### src/rtl/lkb_pkg.sv
package lkb_pkg;

  typedef enum logic [1:0] {
    OP_PEEK  = 2'b00,
    OP_GRAB  = 2'b01,
    OP_DROP  = 2'b10,
    OP_PEEK2 = 2'b11
  } lkb_op_e;

  // true when the operation may change the register
  function automatic logic op_writes(lkb_op_e op);
    return (op == OP_GRAB) || (op == OP_DROP);
  endfunction

  // value the register holds after the operation
  function automatic logic op_next(lkb_op_e op, logic old_v);
    case (op)
      OP_GRAB: return 1'b1;
      OP_DROP: return 1'b0;
      default: return old_v;
    endcase
  endfunction

endpackage

### src/rtl/lkb_decode.sv
module lkb_decode
  import lkb_pkg::*;
#(
  parameter int unsigned IDX_W = 8
) (
  input  logic               req_i,
  input  logic [IDX_W+1:0]   addr_i,
  output logic [IDX_W-1:0]   idx_o,
  output lkb_op_e            op_o,
  output logic               wr_o
);
  assign idx_o = addr_i[IDX_W-1:0];
  assign op_o  = lkb_op_e'(addr_i[IDX_W+1:IDX_W]);
  assign wr_o  = req_i && op_writes(op_o);
endmodule

### src/rtl/lkb_resolve.sv
module lkb_resolve
  import lkb_pkg::*;
#(
  parameter int unsigned IDX_W = 8,
  localparam int unsigned NUM  = 1 << IDX_W
) (
  input  logic [NUM-1:0]   state_i,
  input  logic             req0_i,
  input  logic [IDX_W-1:0] idx0_i,
  input  lkb_op_e          op0_i,
  input  logic [IDX_W-1:0] idx1_i,
  input  lkb_op_e          op1_i,
  output logic             old0_o,
  output logic             new0_o,
  output logic             old1_o,
  output logic             new1_o,
  output logic             same_o
);
  // port 0 is ordered first; port 1 sees its outcome on a shared index
  assign same_o = req0_i && (idx0_i == idx1_i);
  assign old0_o = state_i[idx0_i];
  assign new0_o = op_next(op0_i, old0_o);
  assign old1_o = same_o ? new0_o : state_i[idx1_i];
  assign new1_o = op_next(op1_i, old1_o);
endmodule

### src/rtl/lkb_array.sv
module lkb_array #(
  parameter int unsigned IDX_W = 8,
  localparam int unsigned NUM  = 1 << IDX_W
) (
  input  logic             clk,
  input  logic             rst_n,
  input  logic             we0_i,
  input  logic [IDX_W-1:0] idx0_i,
  input  logic             d0_i,
  input  logic             we1_i,
  input  logic [IDX_W-1:0] idx1_i,
  input  logic             d1_i,
  output logic [NUM-1:0]   state_o
);
  for (genvar i = 0; i < NUM; i++) begin : g_bit
    logic hit0, hit1, bit_q;
    assign hit0 = we0_i && (idx0_i == IDX_W'(i));
    assign hit1 = we1_i && (idx1_i == IDX_W'(i));
    always_ff @(posedge clk) begin
      if (!rst_n)    bit_q <= 1'b0;
      else if (hit1) bit_q <= d1_i;   // later port wins
      else if (hit0) bit_q <= d0_i;
    end
    assign state_o[i] = bit_q;
  end
endmodule

### src/rtl/lockbank_dual.sv
module lockbank_dual
  import lkb_pkg::*;
#(
  parameter int unsigned IDX_W = 8,
  localparam int unsigned NUM  = 1 << IDX_W,
  localparam int unsigned AW   = IDX_W + 2
) (
  input  logic          clk,
  input  logic          rst_n,
  input  logic          a_req,
  input  logic [AW-1:0] a_addr,
  output logic          a_rvalid,
  output logic          a_rdata,
  input  logic          b_req,
  input  logic [AW-1:0] b_addr,
  output logic          b_rvalid,
  output logic          b_rdata
);
  logic [IDX_W-1:0] idx0, idx1;
  lkb_op_e          op0, op1;
  logic             wr0, wr1;
  logic             old0, new0, old1, new1, same_bit;
  logic [NUM-1:0]   state_q;

  lkb_decode #(.IDX_W(IDX_W)) u_dec0 (
    .req_i(a_req), .addr_i(a_addr), .idx_o(idx0), .op_o(op0), .wr_o(wr0));
  lkb_decode #(.IDX_W(IDX_W)) u_dec1 (
    .req_i(b_req), .addr_i(b_addr), .idx_o(idx1), .op_o(op1), .wr_o(wr1));

  lkb_resolve #(.IDX_W(IDX_W)) u_res (
    .state_i(state_q), .req0_i(a_req), .idx0_i(idx0), .op0_i(op0),
    .idx1_i(idx1), .op1_i(op1),
    .old0_o(old0), .new0_o(new0), .old1_o(old1), .new1_o(new1),
    .same_o(same_bit));

  lkb_array #(.IDX_W(IDX_W)) u_arr (
    .clk(clk), .rst_n(rst_n),
    .we0_i(wr0), .idx0_i(idx0), .d0_i(new0),
    .we1_i(wr1), .idx1_i(idx1), .d1_i(new1),
    .state_o(state_q));

  always_ff @(posedge clk) begin
    if (!rst_n) begin
      a_rvalid <= 1'b0; a_rdata <= 1'b0;
      b_rvalid <= 1'b0; b_rdata <= 1'b0;
    end else begin
      a_rvalid <= a_req; a_rdata <= a_req ? old0 : 1'b0;
      b_rvalid <= b_req; b_rdata <= b_req ? old1 : 1'b0;
    end
  end

  // named events for the checks below
  logic b_clears_same;
  logic both_grab_same;
  logic no_writer;
  assign b_clears_same  = b_req && same_bit && (op1 == OP_DROP);
  assign both_grab_same = a_req && b_req && same_bit &&
                          (op0 == OP_GRAB) && (op1 == OP_GRAB);
  assign no_writer      = !wr0 && !wr1;

  p_resp_next_r2: assert property (@(posedge clk) disable iff (!rst_n)
    (a_req && b_req) |=> (a_rvalid && b_rvalid));
  p_grab_sets_r3: assert property (@(posedge clk) disable iff (!rst_n)
    (a_req && op0 == OP_GRAB && !b_clears_same) |=> state_q[$past(idx0)]);
  p_drop_clears_r4: assert property (@(posedge clk) disable iff (!rst_n)
    (b_req && op1 == OP_DROP) |=> !state_q[$past(idx1)]);
  p_peek_stable_r5: assert property (@(posedge clk) disable iff (!rst_n)
    no_writer |=> $stable(state_q));
  p_grab_pair_r7: assert property (@(posedge clk) disable iff (!rst_n)
    both_grab_same |=> (b_rdata && state_q[$past(idx0)]));
endmodule

### config.mk
export PLATFORM = sky130hd
export DESIGN_NAME = lockbank_dual
export DESIGN_NICKNAME = d
export VERILOG_FILES = /design/src/rtl/lkb_pkg.sv /design/src/rtl/lkb_decode.sv /design/src/rtl/lkb_resolve.sv /design/src/rtl/lkb_array.sv /design/src/rtl/lockbank_dual.sv
export SDC_FILE = /design/constraint.sdc
export NUM_CORES = 1
export LEC_CHECK = 0
export BUFFER_PORTS_ARGS = -buffer_cell sky130_fd_sc_hd__buf_2
export CAP_MARGIN = 20
export CORE_UTILIZATION = 25
export CTS_BUF_LIST = sky130_fd_sc_hd__clkbuf_2
export DETAILED_ROUTE_END_ITERATION = 6
export PLACE_DENSITY_LB_ADDON = 0.05
export SYNTH_ARGS = -nofsm -noshare
export SYNTH_HDL_FRONTEND = slang
export SYNTH_SLANG_ARGS = --single-unit
### constraint.sdc
create_clock -name clk -period 3.1 [get_ports clk]
set_clock_uncertainty 0.2 [all_clocks]
set_input_delay 0.31 -clock clk [delete_from_list [all_inputs] [get_ports clk]]
set_output_delay 0.31 -clock clk [all_outputs]
set_load 0.02 [all_outputs]
# --- Word-level counts from Yosys, hierarchy flattened ---
# Cells that the tools add are included.
op_classes:
  mul: 0
  bitwise: 0
  reduce_logical: 777
  eq_ne: 515
  shift: 0
  add_sub_neg: 0
  div: 0
  n_lt_le_gt_ge: 2
  mux: 519
op_table:
  columns: ["op", "count"]
  rows:
  - ["8-bit equality test (second input constant)", 256]
  - ["8-bit by 7-bit equality test with 1-bit output (second input constant)", 128]
  - ["1-bit logical AND", 515]
  - ["1-bit two-way mux", 515]
  - ["8-bit by 6-bit equality test with 1-bit output (second input constant)", 64]
  - ["2-bit nonzero test", 256]
  - ["8-bit by 5-bit equality test with 1-bit output (second input constant)", 32]
  - ["8-bit by 4-bit equality test with 1-bit output (second input constant)", 16]
  - ["8-bit by 3-bit equality test with 1-bit output (second input constant)", 8]
  - ["8-bit by 2-bit equality test with 1-bit output (second input constant)", 4]
  - ["8-bit by 9-bit < comparator with 1-bit output (second input constant)", 2]
  - ["1-bit binary-select mux with 8-bit select", 2]
  - ["8-bit by 1-bit equality test with 1-bit output (second input constant)", 2]
  - ["8-bit logical NOT", 2]
  - ["8-bit equality test", 1]
  - ["2-bit by 1-bit equality test with 1-bit output (second input constant)", 2]
  - ["2-bit equality test (second input constant)", 2]
  - ["1-bit case mux with 2 select lines", 2]
  - ["2-bit AND reduction", 2]
  - ["1-bit logical OR", 2]
word_totals:
  output_inout_bits: 4
  input_bits: 24
  latchBits: 0
  mem_bits_ro: 0
  elab_cells: 2073
  ff_bits: 260
  memories: 0
  mem_bits_rw: 0

# --- Logic depth before layout (Yosys ltp) ---
depth:
  word_depth: 6
  mapped_depth: 12
  mapped_depth_nobuf: 9

# --- Hierarchy ---
# Synthesis repeated with hierarchy kept, for this count alone.
unflattened:
  hier_cells: 2738
  area_unflattened_um2: 23341.1
by_module_without_submodules:
  columns: ["mod", "area_each_um2", "instances", "seq_area_each_um2", "cells_each"]
  rows:
  - ["lkb_array", 18537.8, 1, 5124.9, 2327]
  - ["lkb_resolve", 4515.6, 1, 0.0, 379]
  - ["lkb_decode", 90.1, 2, 0.0, 12]
  - ["lockbank_dual", 107.6, 1, 80.1, 8]

# --- Worst setup path after synthesis ---
# OpenSTA, ideal clock, no wires.
synth_path:
  path_type: "input to register"
  start: "input port a_addr[1]"
  end: "register b_rdata"
  n_path_buf: 2
  stages: 8
  arrival_ns: 2.094
  setup_ns: 0.126
  t_required_ns: 2.774
  setup_slack_ns: 0.681
  cell_sequence: "buf_4 buf_6 mux4_2 mux4_2 o211ai_1 o211ai_1 o22ai_1 a211oi_1"
synth_via:
  elab_chain_len: 4
  word_cells_on_any_way: 6
  cone_classes: "eq/ne: 1; mux: 4; reduce/logical: 1"
synth_lines:
  columns: ["item", "line", "rtl"]
  rows:
  - ["from (decl)", "lockbank_dual.sv:11", "input logic [AW-1:0] a_addr,"]
  - ["1-bit binary-select mux with 8-bit select", "lkb_resolve.sv:21", "assign old0_o = state_i[idx0_i];"]
  - ["1-bit two-way mux (implied by the code)", "lkb_resolve.sv:21", null]
  - ["1-bit case mux with 2 select lines", "lkb_pkg.sv:17", "case (op)"]
  - ["1-bit two-way mux (*)", "lkb_resolve.sv:23", "assign old1_o = same_o ? new0_o : state_i[idx1_i];"]
  - ["to (signal assigned)", "lockbank_dual.sv:48", "b_rvalid <= b_req; b_rdata <= b_req ? old1 : 1'b0;"]
  - ["to (decl)", "lockbank_dual.sv:17", "output logic b_rdata"]
# Mark *: on every way between the ends. The rest lies on a longest branch, timed or not. The select of a mux whose other input is x is not followed.
# A chain may end at the register's enable or synchronous reset.

# --- Final worst setup path ---
layout_path:
  start: "input port b_addr[0]"
  end: "register u_arr.g_bit[45].bit_q"
layout_via:
  elab_chain_len: 5
  word_cells_on_any_way: 10
  cone_classes: "eq/ne: 2; mux: 5; reduce/logical: 3"
layout_lines:
  columns: ["item", "line", "rtl"]
  rows:
  - ["from (decl)", "lockbank_dual.sv:15", "input logic [AW-1:0] b_addr,"]
  - ["1-bit binary-select mux with 8-bit select / 8-bit equality test (equally long branches)", "lkb_resolve.sv:23, lkb_resolve.sv:20", null]
  - ["1-bit two-way mux (implied by the code) / 1-bit logical AND (equally long branches)", "lkb_resolve.sv:23, lkb_resolve.sv:20", null]
  - ["1-bit two-way mux", "lkb_resolve.sv:23", null]
  - ["1-bit case mux with 2 select lines", "lkb_pkg.sv:17", null]
  - ["1-bit two-way mux", "lkb_array.sv:21", "else if (hit1) bit_q <= d1_i;"]
  - ["to (signal assigned)", "lkb_array.sv:21", null]
  - ["to (signal assigned)", "lkb_array.sv:22", "else if (hit0) bit_q <= d0_i;"]
  - ["to (decl)", "lkb_array.sv:16", "logic hit0, hit1, bit_q;"]
# Several ways; a longest one is shown, not always the timed one. The select of a mux whose other input is x is not followed.

==> flow_metrics.env <==
export IMPL_status="complete, no violations"
export IMPL_p_leak_nw=7.90
export IMPL_syn_area_mm2=0.0182
export IMPL_r2r_start="u_arr.g_bit[193].bit_q$_SDFFE_PN0P_"
export IMPL_yosysTopAreaCell="dfxtp_1"
export IMPL_fin_nets=2312
export IMPL_cts_setup_buffers=0
export IMPL_ys_flop_type="dfxtp_1"
export IMPL_syn_num_nets=2175
export IMPL_wirelength_mm=104
export IMPL_area_growth_pct=18.4
export IMPL_synthArstFlopShare=0
export IMPL_htree_levels=3
export IMPL_seq_area_frac_synth=0.286
export IMPL_crit_required_ps=3920
export IMPL_clock_latency_ps=1120
export IMPL_fmax_ghz=0.331
export IMPL_place_area_mm2=0.0205
export IMPL_drt_first_iter_violations=2074
export IMPL_maxCapViolations=0
export IMPL_fp_dieH_um=272
export IMPL_core_mm2=0.0717
export IMPL_root_buffer="clkbuf_2"
export IMPL_dr_pass1_iters=6
export IMPL_grt_pass1_wl_mm=146
export IMPL_cts_hold_buf=40
export IMPL_endpoint_kind="flop"
export IMPL_slowest_stage="dlygate4sd3_1"
export IMPL_cpLargestDelayFamily="buffers and inverters"
export IMPL_reg2reg_setup_slack_ps=440
export IMPL_start_util=0.254
export IMPL_yosysMostFrequentCell="dfxtp_1"
export IMPL_hp_class="primary input to flop"
export IMPL_drive_gt1_frac=0.213
export IMPL_io_buffers=27
export IMPL_finalInstanceArea_mm2=0.0215
export IMPL_worstMarginPinSlew_ps=1020
export IMPL_ioPinCount=28
export IMPL_hp_start="a_addr[1]"
export IMPL_hold_violations=0
export IMPL_grt_max_degree=54
export IMPL_syn_inst=2149
export IMPL_hpwl_mm=74.4
export IMPL_clockBufferDepth=3
export IMPL_slew_headroom=0.311
export IMPL_crit_fanout=15
export IMPL_grt_pass1_vias=18723
export IMPL_slew_violations=0
export IMPL_vias=19386
export IMPL_period_share=0.975
export IMPL_slowest_delay_ps=570
export IMPL_synth_edf_count=0
export IMPL_worst_hold_path_num_cells=5
export IMPL_rows=98
export IMPL_cts_tree="yes"
export IMPL_grt_ovfl_total=0
export IMPL_reg2reg_to="b_rdata$_SDFF_PN0_"
export IMPL_ys_warn_count=0
export IMPL_track_usage=0.276
export IMPL_hold_slack_ps=110
export IMPL_ctsResizeCount=0
export IMPL_drc=0
export IMPL_synth_commonest_cells="dfxtp_1 (260), nand2_1 (222), mux2i_1 (205), o21ai_0 (194), o22ai_1 (188)"
export IMPL_dp_cells=3111
export IMPL_rsz0062_at_grt="false"
export IMPL_ys_top_cells_by_area="dfxtp_1 (29%), mux4_2 (13%), mux2i_1 (11%)"
export IMPL_final_util=0.300
export IMPL_die_area_mm2=0.0739
export IMPL_ir_drop_uv=172
export IMPL_ant_nets=0
export IMPL_avgSynthCellArea_um2=8.47
export IMPL_critPathLaunchType="primary input"
export IMPL_yosys_cell_types_count=54
export IMPL_arrival_ps=3840
export IMPL_hold_path_endpoint="u_arr.g_bit[76].bit_q$_SDFFE_PN0P_"
export IMPL_wire_per_inst_um=31.6
export IMPL_synth_top_area_share=0.286
export IMPL_numCtsBuffers=83
export IMPL_antenna_found_initial=3
export IMPL_power_density_mw_per_mm2=336
export IMPL_crit_top_cell="dlygate4sd3_1"
export IMPL_worst_setup_path_type="primary input to flop"
export IMPL_die_width_um=272
export IMPL_finalPower_mw=7.25
export IMPL_viasPerCell=5.91
export IMPL_clkSlewWorstSetupHoldPaths_ps=110
export IMPL_crit_buf_inv=6
export IMPL_cts_sinks=260
export IMPL_post_route_min_period_ps=3020
export IMPL_final_cells=3279
export IMPL_rr_worst_depth=7
export IMPL_cp_cell_sequence="dlygate4sd3_1 -> buf_2 -> buf_12 -> inv_1 -> nor2_1 -> nand3_1 -> nor2_1 -> dlygate4sd3_1 -> a21oi_1 -> dlygate4sd3_1 -> nor2b_1"
export IMPL_setup_viol=0
export IMPL_ys_ff_latch=260
export IMPL_gp_congestion=0.944
-- worst min-delay path, cell delays in order --
cell     delay [ps]
buf_4           380
buf_4           310
nor3_1          100
a21oi_1         140
o22ai_1          90
-- kinds of logic (layout without fill, tap and decap cells) --
logic type | count (synthesis) | count (layout) | share of synthesized area
fa+ha+maj | 2 | 2 | 0.00138
simple gates | 561 | 561 | 0.144
xor+xnor | 8 | 8 | 0.00385
mux | 307 | 307 | 0.239
buf+inv | 243 | 420 | 0.0619
flops | 260 | 260 | 0.286
compound gates | 768 | 768 | 0.263
other cells | 0 | 3 | 0
-- metrics by stage --
step                TNS [ps]  setup slack [ps]
finish                     0              76.0
global route               0              50.9
CTS                        0               253
detailed placement     -71.3             -71.3
global placement       -78.5             -61.3
floorplan                  0               681
-- placed cells by master, fill, tap and decap left out, drive strengths merged, types with 2 or more instances in the layout --
master       netlist  final
o211a              5      5
and2b              4      4
mux2i            205    205
a21oi            160    160
o311a             61     61
dlygate4sd3        0     39
diode              0      3
o32ai              2      2
o211ai            13     13
nand3             32     32
clkbuf           162    115
a211oi             5      5
o21ai            198    198
a31oi             55     55
nor4               6      6
nand4             10     10
ha                 2      2
a22o               2      2
o221ai            26     26
dfxtp            260    260
or3                2      2
o2111ai            7      7
inv                5      6
o31ai              7      7
and3               5      5
buf               76    251
a22oi             30     30
clkinv             0      8
nor2b             29     29
nor2             123    123
a221oi             2      2
mux4             102    102
o22ai            188    188
nor3              27     27
and2              80     80
nand2b            17     17
nand2            223    223
xor2               7      7
-- metal layers --
| layer | wire length (µm) | up-vias | global-route usage |
|---|---|---|---|
| li1 | - | 8519 | - |
| met1 | 47400 | 9834 | 0.385 |
| met2 | 47200 | 892 | 0.440 |
| met3 | 6320 | 141 | 0.0364 |
| met4 | 2640 | 0 | 0.0849 |
| met5 | 0 | - | 0 |
-- report_power, final --
part           switching, mW  internal, mW  total [mW]
sequential           0.00773          3.34        3.35
clock                   1.75         0.970        2.72
combinational          0.800         0.374        1.17
-- sequential cells by signal (all words and copies together) (netlist names) --
signal,cells
b_rdata,1
a_rvalid,1
a_rdata,1
b_rvalid,1
u_arr.g_bit.bit_q,256
-- area by class of cell --
type,count,area (µm²)
antenna,3,7.51
multi-input combinational,1646,11900
tap,950,1190
clock inverter,10,46.3
clock buffer,115,576
sequential,260,5200
inverter,5,18.8
timing repair buffer,290,2590
fill,7650,50200
-- worst max path at each step --
stage / from / endpoint / slack [ps] / cells after the start
2_1_floorplan: a_addr[1] / b_rdata$_SDFF_PN0_ / 680 / 8
3_3_place_gp: a_addr[1] / b_rdata$_SDFF_PN0_ / -60 / 9
3_5_place_dp: b_addr[3] / b_rdata$_SDFF_PN0_ / -70 / 10
4_1_cts: b_addr[0] / u_arr.g_bit[45].bit_q$_SDFFE_PN0P_ / 250 / 11
5_1_grt: b_addr[0] / u_arr.g_bit[45].bit_q$_SDFFE_PN0P_ / 50 / 11
6_report: b_addr[0] / u_arr.g_bit[45].bit_q$_SDFFE_PN0P_ / 80 / 11
Power figures use the tool's default switching activity.
